File: src/rtl/mpwm_pkg.sv
`timescale 1ns/1ps
package mpwm_pkg;
    // register word addresses
    localparam int unsigned A_CTRL  = 0;
    localparam int unsigned A_LIMIT = 1;
    localparam int unsigned A_DIV   = 2;
    localparam int unsigned A_INV   = 3;
    localparam int unsigned A_EN    = 4;
    localparam int unsigned A_CMP0  = 8;
    // control word bits
    localparam int unsigned CB_HALT   = 0;
    localparam int unsigned CB_CLEAR  = 1;
    localparam int unsigned CB_CENTER = 2;

    typedef enum logic {DIR_UP = 1'b0, DIR_DOWN = 1'b1} dir_e;
endpackage

File: src/rtl/mpwm_regs.sv
`timescale 1ns/1ps
module mpwm_regs
    import mpwm_pkg::*;
#(
    parameter int NCH = 4,
    parameter int CW  = 32,
    parameter int DW  = 8,
    parameter int AW  = 5
) (
    input  logic                     clk,
    input  logic                     rst_n,
    input  logic                     wr_en,
    input  logic [AW-1:0]            wr_addr,
    input  logic [CW-1:0]            wr_data,
    output logic                     halt,
    output logic                     clear,
    output logic                     center,
    output logic [DW-1:0]            div_a,
    output logic [DW-1:0]            div_b,
    output logic [NCH-1:0]           inv,
    output logic [NCH-1:0]           chan_en,
    output logic [CW-1:0]            limit,
    output logic [NCH-1:0][CW-1:0]   cmp
);
    typedef struct packed {
        logic                   halt;
        logic                   clear;
        logic                   center;
        logic [DW-1:0]          div_a;
        logic [DW-1:0]          div_b;
        logic [NCH-1:0]         inv;
        logic [NCH-1:0]         en;
        logic [CW-1:0]          lim_sh;
        logic [CW-1:0]          lim;
        logic [NCH-1:0][CW-1:0] cmp_sh;
        logic [NCH-1:0][CW-1:0] cmp;
    } regs_t;

    regs_t r_d, r_q;

    always_comb begin
        r_d       = r_q;
        r_d.clear = 1'b0;
        if (r_q.halt) begin
            r_d.lim = r_q.lim_sh;
            r_d.cmp = r_q.cmp_sh;
        end
        if (wr_en) begin
            if (wr_addr == AW'(A_CTRL)) begin
                r_d.halt   = wr_data[CB_HALT];
                r_d.clear  = wr_data[CB_CLEAR];
                r_d.center = wr_data[CB_CENTER];
            end
            if (wr_addr == AW'(A_LIMIT) && r_q.en == '0) begin
                r_d.lim_sh = wr_data;
            end
            if (wr_addr == AW'(A_DIV)) begin
                r_d.div_a = wr_data[DW-1:0];
                r_d.div_b = wr_data[2*DW-1:DW];
            end
            if (wr_addr == AW'(A_INV)) begin
                r_d.inv = wr_data[NCH-1:0];
            end
            if (wr_addr == AW'(A_EN)) begin
                r_d.en = wr_data[NCH-1:0];
            end
            for (int i = 0; i < NCH; i++) begin
                if (wr_addr == AW'(A_CMP0 + i)) begin
                    r_d.cmp_sh[i] = wr_data;
                end
            end
        end
    end

    always_ff @(posedge clk or negedge rst_n) begin
        if (!rst_n) begin
            r_q      <= '0;
            r_q.halt <= 1'b1;
        end else begin
            r_q <= r_d;
        end
    end

    assign halt    = r_q.halt;
    assign clear   = r_q.clear;
    assign center  = r_q.center;
    assign div_a   = r_q.div_a;
    assign div_b   = r_q.div_b;
    assign inv     = r_q.inv;
    assign chan_en = r_q.en;
    assign limit   = r_q.lim;
    assign cmp     = r_q.cmp;

    AST_LIMIT_LOCK: assert property (@(posedge clk) disable iff (!rst_n)
        (r_q.en != '0) |=> $stable(r_q.lim_sh));
    AST_LIVE_FROZEN: assert property (@(posedge clk) disable iff (!rst_n)
        !r_q.halt |=> ($stable(r_q.lim) && $stable(r_q.cmp)));
endmodule

File: src/rtl/mpwm_clkdiv.sv
`timescale 1ns/1ps
module mpwm_clkdiv #(
    parameter int DW = 8
) (
    input  logic          clk,
    input  logic          rst_n,
    input  logic          run,
    input  logic          clear,
    input  logic [DW-1:0] div_a,
    input  logic [DW-1:0] div_b,
    output logic          tick
);
    typedef struct packed {
        logic [DW-1:0] a;
        logic [DW-1:0] b;
    } div_t;

    div_t d_d, d_q;

    always_comb begin
        d_d  = d_q;
        tick = run && !clear && (d_q.a == div_a) && (d_q.b == div_b);
        if (!run || clear) begin
            d_d = '0;
        end else if (d_q.a == div_a) begin
            d_d.a = '0;
            d_d.b = (d_q.b == div_b) ? '0 : d_q.b + DW'(1);
        end else begin
            d_d.a = d_q.a + DW'(1);
        end
    end

    always_ff @(posedge clk or negedge rst_n) begin
        if (!rst_n) d_q <= '0;
        else        d_q <= d_d;
    end

    AST_PRE_HOLD: assert property (@(posedge clk) disable iff (!rst_n)
        (run && !clear && d_q.a != div_a) |=> $stable(d_q.b));
endmodule

File: src/rtl/mpwm_counter.sv
`timescale 1ns/1ps
module mpwm_counter
    import mpwm_pkg::*;
#(
    parameter int CW = 32
) (
    input  logic          clk,
    input  logic          rst_n,
    input  logic          tick,
    input  logic          clear,
    input  logic          center,
    input  logic [CW-1:0] limit,
    output logic [CW-1:0] count,
    output logic          going_down
);
    typedef struct packed {
        logic [CW-1:0] cnt;
        dir_e          dir;
    } cnt_t;

    cnt_t c_d, c_q;

    always_comb begin
        c_d        = c_q;
        going_down = center && (c_q.cnt != '0) &&
                     ((c_q.dir == DIR_DOWN) || (c_q.cnt >= limit));
        if (clear) begin
            c_d.cnt = '0;
            c_d.dir = DIR_UP;
        end else if (tick) begin
            if (limit == '0) begin
                c_d.cnt = '0;
                c_d.dir = DIR_UP;
            end else if (going_down) begin
                c_d.cnt = c_q.cnt - CW'(1);
                c_d.dir = DIR_DOWN;
            end else if (!center && c_q.cnt >= limit) begin
                c_d.cnt = '0;
                c_d.dir = DIR_UP;
            end else begin
                c_d.cnt = c_q.cnt + CW'(1);
                c_d.dir = DIR_UP;
            end
        end
    end

    always_ff @(posedge clk or negedge rst_n) begin
        if (!rst_n) c_q <= '{cnt: '0, dir: DIR_UP};
        else        c_q <= c_d;
    end

    assign count = c_q.cnt;

    AST_IDLE_HOLD: assert property (@(posedge clk) disable iff (!rst_n)
        (!tick && !clear) |=> $stable(c_q.cnt));
    AST_CLEAR_ZERO: assert property (@(posedge clk) disable iff (!rst_n)
        clear |=> (c_q.cnt == '0 && c_q.dir == DIR_UP));
    AST_CENTER_STEP: assert property (@(posedge clk) disable iff (!rst_n)
        (tick && !clear && center && limit != '0) |=>
        (c_q.cnt == $past(c_q.cnt) + CW'(1) || c_q.cnt == $past(c_q.cnt) - CW'(1)));
    AST_EDGE_WRAP: assert property (@(posedge clk) disable iff (!rst_n)
        (tick && !clear && !center && c_q.cnt >= limit) |=> (c_q.cnt == '0));
endmodule

File: src/rtl/mpwm_chan.sv
`timescale 1ns/1ps
module mpwm_chan #(
    parameter int CW = 32
) (
    input  logic          clk,
    input  logic          rst_n,
    input  logic          tick,
    input  logic [CW-1:0] count,
    input  logic [CW-1:0] cmp,
    input  logic [CW-1:0] limit,
    input  logic          center,
    input  logic          going_down,
    input  logic          inv,
    input  logic          en,
    output logic          pwm
);
    typedef struct packed {
        logic lvl;
    } ch_t;

    ch_t  o_d, o_q;
    logic hit_zero, hit_cmp, swap, do_set, do_clr;

    always_comb begin
        hit_zero = tick && (count == '0);
        hit_cmp  = tick && (count == cmp) && (center || cmp != limit);
        swap     = inv ^ going_down;
        do_set   = swap ? hit_cmp  : hit_zero;
        do_clr   = swap ? hit_zero : hit_cmp;
        o_d      = o_q;
        if (!en)         o_d.lvl = 1'b0;
        else if (do_clr) o_d.lvl = 1'b0;
        else if (do_set) o_d.lvl = 1'b1;
    end

    always_ff @(posedge clk or negedge rst_n) begin
        if (!rst_n) o_q <= '0;
        else        o_q <= o_d;
    end

    assign pwm = o_q.lvl;

    AST_CLEAR_WINS: assert property (@(posedge clk) disable iff (!rst_n)
        (en && do_set && do_clr) |=> !pwm);
    AST_OFF_LOW: assert property (@(posedge clk) disable iff (!rst_n)
        !en |=> !pwm);
    AST_QUIET: assert property (@(posedge clk) disable iff (!rst_n)
        (en && !tick) |=> $stable(pwm));
endmodule

File: src/rtl/mpwm_timer.sv
`timescale 1ns/1ps
module mpwm_timer #(
    parameter int NCH = 4,
    parameter int CW  = 32,
    parameter int DW  = 8,
    parameter int AW  = 5
) (
    input  logic           clk,
    input  logic           rst_n,
    input  logic           wr_en,
    input  logic [AW-1:0]  wr_addr,
    input  logic [CW-1:0]  wr_data,
    output logic [CW-1:0]  count_out,
    output logic [NCH-1:0] pwm_out
);
    logic                   halt_w, clear_w, center_w, tick_w, down_w;
    logic [DW-1:0]          div_a_w, div_b_w;
    logic [NCH-1:0]         inv_w, en_w;
    logic [CW-1:0]          limit_w, count_w;
    logic [NCH-1:0][CW-1:0] cmp_w;

    mpwm_regs #(.NCH(NCH), .CW(CW), .DW(DW), .AW(AW)) u_regs (
        .clk(clk), .rst_n(rst_n), .wr_en(wr_en), .wr_addr(wr_addr),
        .wr_data(wr_data), .halt(halt_w), .clear(clear_w), .center(center_w),
        .div_a(div_a_w), .div_b(div_b_w), .inv(inv_w), .chan_en(en_w),
        .limit(limit_w), .cmp(cmp_w)
    );

    mpwm_clkdiv #(.DW(DW)) u_div (
        .clk(clk), .rst_n(rst_n), .run(!halt_w), .clear(clear_w),
        .div_a(div_a_w), .div_b(div_b_w), .tick(tick_w)
    );

    mpwm_counter #(.CW(CW)) u_cnt (
        .clk(clk), .rst_n(rst_n), .tick(tick_w), .clear(clear_w),
        .center(center_w), .limit(limit_w), .count(count_w),
        .going_down(down_w)
    );

    for (genvar g = 0; g < NCH; g++) begin : g_ch
        mpwm_chan #(.CW(CW)) u_ch (
            .clk(clk), .rst_n(rst_n), .tick(tick_w), .count(count_w),
            .cmp(cmp_w[g]), .limit(limit_w), .center(center_w),
            .going_down(down_w), .inv(inv_w[g]), .en(en_w[g]),
            .pwm(pwm_out[g])
        );
    end

    assign count_out = count_w;
endmodule

File: config.mk
export PLATFORM = sky130hd
export DESIGN_NAME = mpwm_timer
export DESIGN_NICKNAME = d
export VERILOG_FILES = /design/src/rtl/mpwm_pkg.sv /design/src/rtl/mpwm_regs.sv /design/src/rtl/mpwm_clkdiv.sv /design/src/rtl/mpwm_counter.sv /design/src/rtl/mpwm_chan.sv /design/src/rtl/mpwm_timer.sv
export SDC_FILE = /design/constraint.sdc
export NUM_CORES = 1
export LEC_CHECK = 0
export BUFFER_PORTS_ARGS = -buffer_cell sky130_fd_sc_hd__buf_2
export CAP_MARGIN = 30
export CORE_MARGIN = 2
export CORE_UTILIZATION = 35
export CTS_BUF_LIST = sky130_fd_sc_hd__clkbuf_8
export DETAILED_ROUTE_END_ITERATION = 10
export GPL_TIMING_DRIVEN = 0
export PLACE_DENSITY = 0.58
export SLEW_MARGIN = 20
export SYNTH_ARGS = -nofsm -noshare
export SYNTH_HDL_FRONTEND = slang
export SYNTH_HIERARCHICAL = 1
export SYNTH_SLANG_ARGS = --single-unit
File: constraint.sdc
create_clock -name clk -period 8.45 [get_ports clk]
set_clock_uncertainty 0.1 [all_clocks]
set_input_delay 0.4225 -clock clk [delete_from_list [all_inputs] [get_ports clk]]
set_output_delay 0.4225 -clock clk [all_outputs]
set_load 0.01 [all_outputs]
==> metrics, run 1 <==
Int Power 5.10 mW; post-synthesis net count 2028; CP Cell Sequence buf_4, xnor2_1, nand4_1, or2_2, buf_2, nor3_2, buf_6, o211a_1, nand2_1, o31ai_1, clkbuf_1, a22oi_1, o221ai_1; H-tree depth 3; WL final approximately 75000 µm; PortBufs 75; Die Y-Extent around 260 µm; Hold Fails Final Rpt 0; Hold Crit Depth 2; Worst EP arrival 4.73 ns; RSZ-0062 raised after global routing false; Worst-path clk slew 0.05 ns; grt total ovfl 0; Iter 0 DRT Violations 1260; critical path startpoint category flip-flop; clk sinks 400; status complete, no violations; Post-CTS Setup Bufs 0; max_cap viols 0; register area between 10000 and 15000 µm²; synth unique cells 68; syn_area_per_cell 11.5 µm²; worst-margin pin slew about 0.99 ns; Synth Cell Area 22500 µm²; pre-CTS WS 4.21 ns; number of CTS-inserted buffers 73; worst skew pair latency about 0.65 ns; Seq pwr share around 34%; CP max stage delay 0.72 ns; critical path's slowest cell clkbuf_1; Critical Setup Path Class reg2reg; worst-path maximum fanout 11; Worst Hold Class in2reg; final setup TNS 0 ns; Tcrit/Tclk final 50.7%; worst r2r src u_regs/div_a[4]; DP HPWL 57600 µm; CTS Hold Bufs 21; Setup crit end kind flip-flop; post-synthesis async set-or-reset flop share 100%; NetSw 2.92 mW; drt first pass iters 6; number of flops mapped to enable cells by yosys 0; post-layout min period 4.28 ns; PnR worst setup slack 4.17 ns; CTS tree yes; vias in the first global route around 16000; fmax 234 MHz; synthesized instance count 1951; count leader, synth dfrtp_1; vias 15800; PostCTS Resize Cnt 0; IO Pins between 70 and 80; sequential fraction of the synthesis area 44.4%; Peak VDD IR 0.121 mV; Die Area 66400 µm²; Initial Utilization 35.2%; first-pass GRT wire length 109000 µm; layout cells sized above 1 37.5%; PD cells between 300 and 400 nW/µm²; endpoints failing setup 0; Syn. warnings 6; Comb pwr share around 43%; largest net degree at the start of global routing 103; Vias/cell about 5.2; post-route DRC violation count 0; Lkg Pwr roughly 12 nW; Worst slew margin 34.1%; commonest cells in the netlist 399 x dfrtp_1, 333 x mux2_2, 217 x buf_4, 195 x xnor2_1, 84 x xor2_1; Max Root-Sink Buffers 3; DRT antenna net count 0; Clock power frac 22.6%; layout net count 2208; wire per inst 24.5 µm; Synth area leader dfrtp_1; largest cells by area after synthesis dfrtp_1 44%, mux2_2 17%, xnor2_1 7.6%; aggregate global-route resource usage around 22%; initial antenna violation count 1; GPL Wtd Cong approximately 0.9; top-area cell type share of the netlist area 44.3%; R2R depth 13; core area 64000 µm²; Worst R2R Setup Slack 4.17 ns; Worst Path Buf+Inv 4; Sw Ratio about 36%; critical path startpoint u_regs/div_a[4]; multi-input logic area 10300 µm²; ys flop type dfrtp_1; P&R area growth vs syn 14.5%; count of final max-slew check failures 0; FILL cells 6234; clock root cell clkbuf_8; Hold Path Sink u_regs/r_q[149]; CP Data Required Time 8.90 ns; die width 258 µm; #FFs+latches synth 400; worst r2r dst u_cnt/count[25]; Crit path max-delay family compound AO/OA/AOI/OAI gates; Hold Path Origin wr_data[21]; Cell Rows 93
## worst max path at each step
stage                     cells past startpoint               end  slack [ns]
after global routing                         13    u_cnt/count[9]        3.89
final                                        13   u_cnt/count[25]        4.17
after CTS                                    13   u_cnt/count[25]        4.20
after global placement                        1  u_regs/limit[20]       -1.16
after detailed placement                     13   u_cnt/count[25]        4.21
after floorplan                              12    u_cnt/count[8]        5.06
## state kept, by name, summed over array words and instances (netlist names)
signal,flops
u_regs/center,1
u_regs/div_b,8
u_regs/div_a,8
u_cnt/c_q,1
u_div/d_q,16
u_regs/cmp,128
u_cnt/count,32
u_regs/limit,32
u_regs/halt,1
u_regs/inv,4
u_regs/r_q,160
u_regs/chan_en,4
g_ch.u_ch/pwm,4
u_regs/clear,1
## area by class of cell
type	instances	area share [%]
antenna	1	0.00970
buffer	281	7.69
clock buffer	90	4.80
clock inverter	38	0.795
inverter	54	0.786
multi-input combinational	1216	40.1
sequential	400	38.8
tap	855	4.15
timing repair buffer	105	2.91
## worst register-to-register path, stage by stage (launching register included)
cell and delay [ns]:
dfrtp_1 0.38, buf_4 0.14, xnor2_1 0.14, nand4_1 0.21, or2_2 0.32, buf_2 0.18, nor3_2 0.29, buf_6 0.22
o211a_1 0.29, nand2_1 0.11, o31ai_1 0.67, clkbuf_1 0.72, a22oi_1 0.15, o221ai_1 0.25
## logic make-up (layout without fill, tap and decap cells)
kind of cell,count (synthesis),after routing,synth area share (%)
AO/OA/AOI/OAI,152,152,4.92
XOR/XNOR,279,279,10.8
adder cells (fa/ha/maj),37,37,2.05
buffers and inverters,335,568,9.70
flip-flops,400,400,44.4
multiplexers,354,354,17.9
other,0,1,0
AND/OR/NAND/NOR,394,394,10.2
## layer usage
layer / vias up / global-route usage [%] / wire length (µm)
met3: 130 / 3.63 / 3230
li1: 7140 / - / -
met2: 454 / 37.6 / 36200
met1: 8107 / 28.8 / 32400
met4: 0 / 8.90 / 2720
met5: - / 0 / 0
## layout by cell type, fill, tap and decap left out, types with 14 or more instances in the layout
cell type	count
clkbuf_8	90
mux2_2	333
clkbuf_1	27
o21ai_0	20
buf_4	217
xnor2_1	195
nand2_1	61
inv_1	82
nand4_1	65
dlygate4sd3_1	21
nand3_1	39
nor4_1	63
mux2_4	14
buf_6	14
a221oi_1	31
xor2_1	84
dfrtp_1	399
nor3_1	30
a21oi_1	45
ha_1	37
buf_2	100
and3_1	22
nor2_1	41
## power groups by stage
| stage | sequential (mW) | combinational, mW | clock (mW) |
|---|---|---|---|
| 2_1_floorplan | 2.68 | 2.46 | 0 |
| 3_3_place_gp | 2.75 | 3.41 | 0 |
| 3_5_place_dp | 2.78 | 3.44 | 0 |
| 4_1_cts | 2.74 | 3.46 | 1.88 |
| 5_1_grt | 2.81 | 3.66 | 1.97 |
| 6_report | 2.74 | 3.46 | 1.82 |
## through the flow
step	hold slack, ns	cells	total power [mW]	util (%)	cell area (µm²)
4_1_cts	0.0000459	3037	8.08	40.3	25800
3_5_place_dp	0.222	2888	6.22	37.7	24100
6_report	0.0371	3040	8.02	40.3	25800
3_3_place_gp	0.380	2881	6.16	37.5	24000
5_1_grt	0.0234	3040	8.44	40.3	25800
2_1_floorplan	0.0269	1951	5.13	-	22500
Note: power is estimated with default switching activity, not from simulation.
==> inputs of run 2 (changes only) <==
--- a/config.mk
+++ b/config.mk
@@ -12,7 +12,7 @@
 export CTS_BUF_LIST = sky130_fd_sc_hd__clkbuf_8
 export DETAILED_ROUTE_END_ITERATION = 10
 export GPL_TIMING_DRIVEN = 0
-export PLACE_DENSITY = 0.58
+export PLACE_DENSITY = 0.6
 export SLEW_MARGIN = 20
 export SYNTH_ARGS = -nofsm -noshare
 export SYNTH_HDL_FRONTEND = slang
==> constraint.sdc (replaced) <==
create_clock -name clk -period 3.7 [get_ports clk]
set_clock_uncertainty 0.1 [all_clocks]
set_input_delay 0.185 -clock clk [delete_from_list [all_inputs] [get_ports clk]]
set_output_delay 0.185 -clock clk [all_outputs]
set_load 0.01 [all_outputs]
==> run 2 against run 1 <==
Effect of this change:
- final cell count rose by 0.63%
- worst setup slack got worse by 4.0 ns
- flip-flop and latch count stayed put
- core utilization grew 0.45 points
- largest power group unchanged
- sequential share of layout area down 0.43 points
==> metrics, run 2 (synthesis gave the netlist of run 1 again) <==
status complete, no violations; commonest non-fill, non-tap cell in the layout dfrtp_1; Lkg Pwr 12.2 nW; Worst EP arrival 4.00 ns; Hold Fails Final Rpt 0; Worst R2R Setup Slack 0.16 ns; PnR worst setup slack ~0.16 ns; worst skew pair latency ~0.68 ns; initial antenna violation count 1; Worst-path clk slew approximately 0.060 ns; vias in the first global route around 16000; worst hold margin roughly 0.047 ns; final instance area 26100 µm²; wire per inst ~24 µm; FILL cells 6216; R2R depth 14; Cell Rows 93; IO Pins 76; Worst Hold Class in2async; PortBufs 75; largest reg by FF count u_regs/r_q; Iter 0 DRT Violations 1110; Post-DP Area 24100 µm²; WL final approximately 73000 µm; layout cells sized above 1 37.7%; Worst slew margin 34.9%; worst-margin pin slew 0.969 ns; DRT antenna net count 0; post-layout min period 3.54 ns; grt total ovfl 0; H-tree depth 3; post-route DRC violation count 0; count of final max-slew check failures 0; core area 64000 µm²; RSZ-0062 raised after global routing false; die width ~260 µm; fin util 40.8%; clk sinks 400; first-pass GRT wire length approximately 110000 µm; Initial Utilization 35.2%; worst r2r src u_regs/div_a[7]; commonest non-fill, non-tap cells in the layout 399 x dfrtp_1, 333 x mux2_2, 222 x buf_4, 195 x xnor2_1, 98 x buf_2; worst-path maximum fanout 11; layout net count 2223; P&R area growth vs syn 15.8%; number of CTS-inserted buffers 72; Critical Setup Path Class reg2reg; Largest register FFs 160; fmax 283 MHz; CTS tree yes; vias 16100; Peak VDD IR 0.282 mV; aggregate global-route resource usage a little over a fifth; Die Y-Extent 258 µm; Setup crit end kind flip-flop; DP HPWL 56000 µm; Max Root-Sink Buffers 3; GPL Wtd Cong 0.955; Die Area between 60000 and 70000 µm²; pre-CTS WS -0.654 ns; final setup TNS 0 ns; PD cells 710 nW/µm²; drt first pass iters 5; clock root cell clkbuf_8; max_cap viols 0; Vias/cell 5.25; Tcrit/Tclk final roughly 96%; CP Data Required Time 4.17 ns; endpoints failing setup 0; critical path startpoint category flip-flop; largest net degree at the start of global routing 102; worst r2r dst u_cnt/count[27]
[run 2: layout make-up]
class                   instances  area, µm²  area share [%]
clock inverters                41        290            1.11
multi-input cells            1216      10400            39.7
well taps                     855       1070            4.10
inverters                      54        203           0.777
plain buffers                 281       2000            7.67
flip-flops and latches        400      10000            38.4
clock buffers                  90       1240            4.75
repair buffers                121        910            3.49
diodes                          1       2.50         0.00959
[run 2: worst max-delay path, cell delays in order, from the launching register on]
cell and delay [ns]:
dfrtp_1 0.37, buf_4 0.14, xnor2_1 0.19, nand4_1 0.25
or2_2 0.35, buf_2 0.19, nor3_2 0.26, buf_6 0.22
o211a_4 0.21, nand2_1 0.12, o31ai_4 0.27, buf_4 0.18
clkbuf_4 0.26, a221oi_1 0.13, mux2i_1 0.21
[run 2: how the worst max path moves through the flow]
stage / startpoint / end / slack, ns / cells after the start
global placement: rst_n / u_regs/r_q[213] / -5.52 / 1
global route: u_regs/div_a[7] / u_cnt/count[20] / 0.01 / 14
floorplan: u_regs/div_a[1] / u_cnt/count[8] / 0.31 / 12
CTS: u_regs/div_a[7] / u_cnt/count[27] / 0.03 / 13
detailed placement: u_regs/div_a[7] / u_cnt/count[25] / -0.65 / 13
finish: u_regs/div_a[7] / u_cnt/count[27] / 0.16 / 14
[run 2: stage by stage]
| stage | power [mW] | std cells |
|---|---|---|
| after floorplan | 11.7 | 1951 |
| after global placement | 14.0 | 2881 |
| after detailed placement | 14.1 | 2886 |
| after CTS | 18.6 | 3055 |
| after global routing | 19.5 | 3059 |
| final | 18.5 | 3059 |
[run 2: repair_timing]
action,4_1_cts,5_1_grt
endpoints found under the setup margin,29,28
endpoints found under the hold margin,389,0
setup buffers,0,3
resized for setup,7,11
hold buffers,38,0
pin swaps,0,2
[run 2: power breakdown]
group / switching, mW / leakage [nW] / internal (mW) / total, mW
logic: 4.10 / 6.12 / 3.79 / 7.89
registers: 0.677 / 5.18 / 5.60 / 6.28
clock network: 1.91 / 0.878 / 2.43 / 4.34
[run 2: routing by layer]
layer	global-route usage [%]	up-vias	part of all wire [%]
met3	3.76	113	5.4
li1	-	7168	-
met1	28.9	8274	43
met2	36.7	509	48
met5	0	-	0
met4	7.48	0	3.0
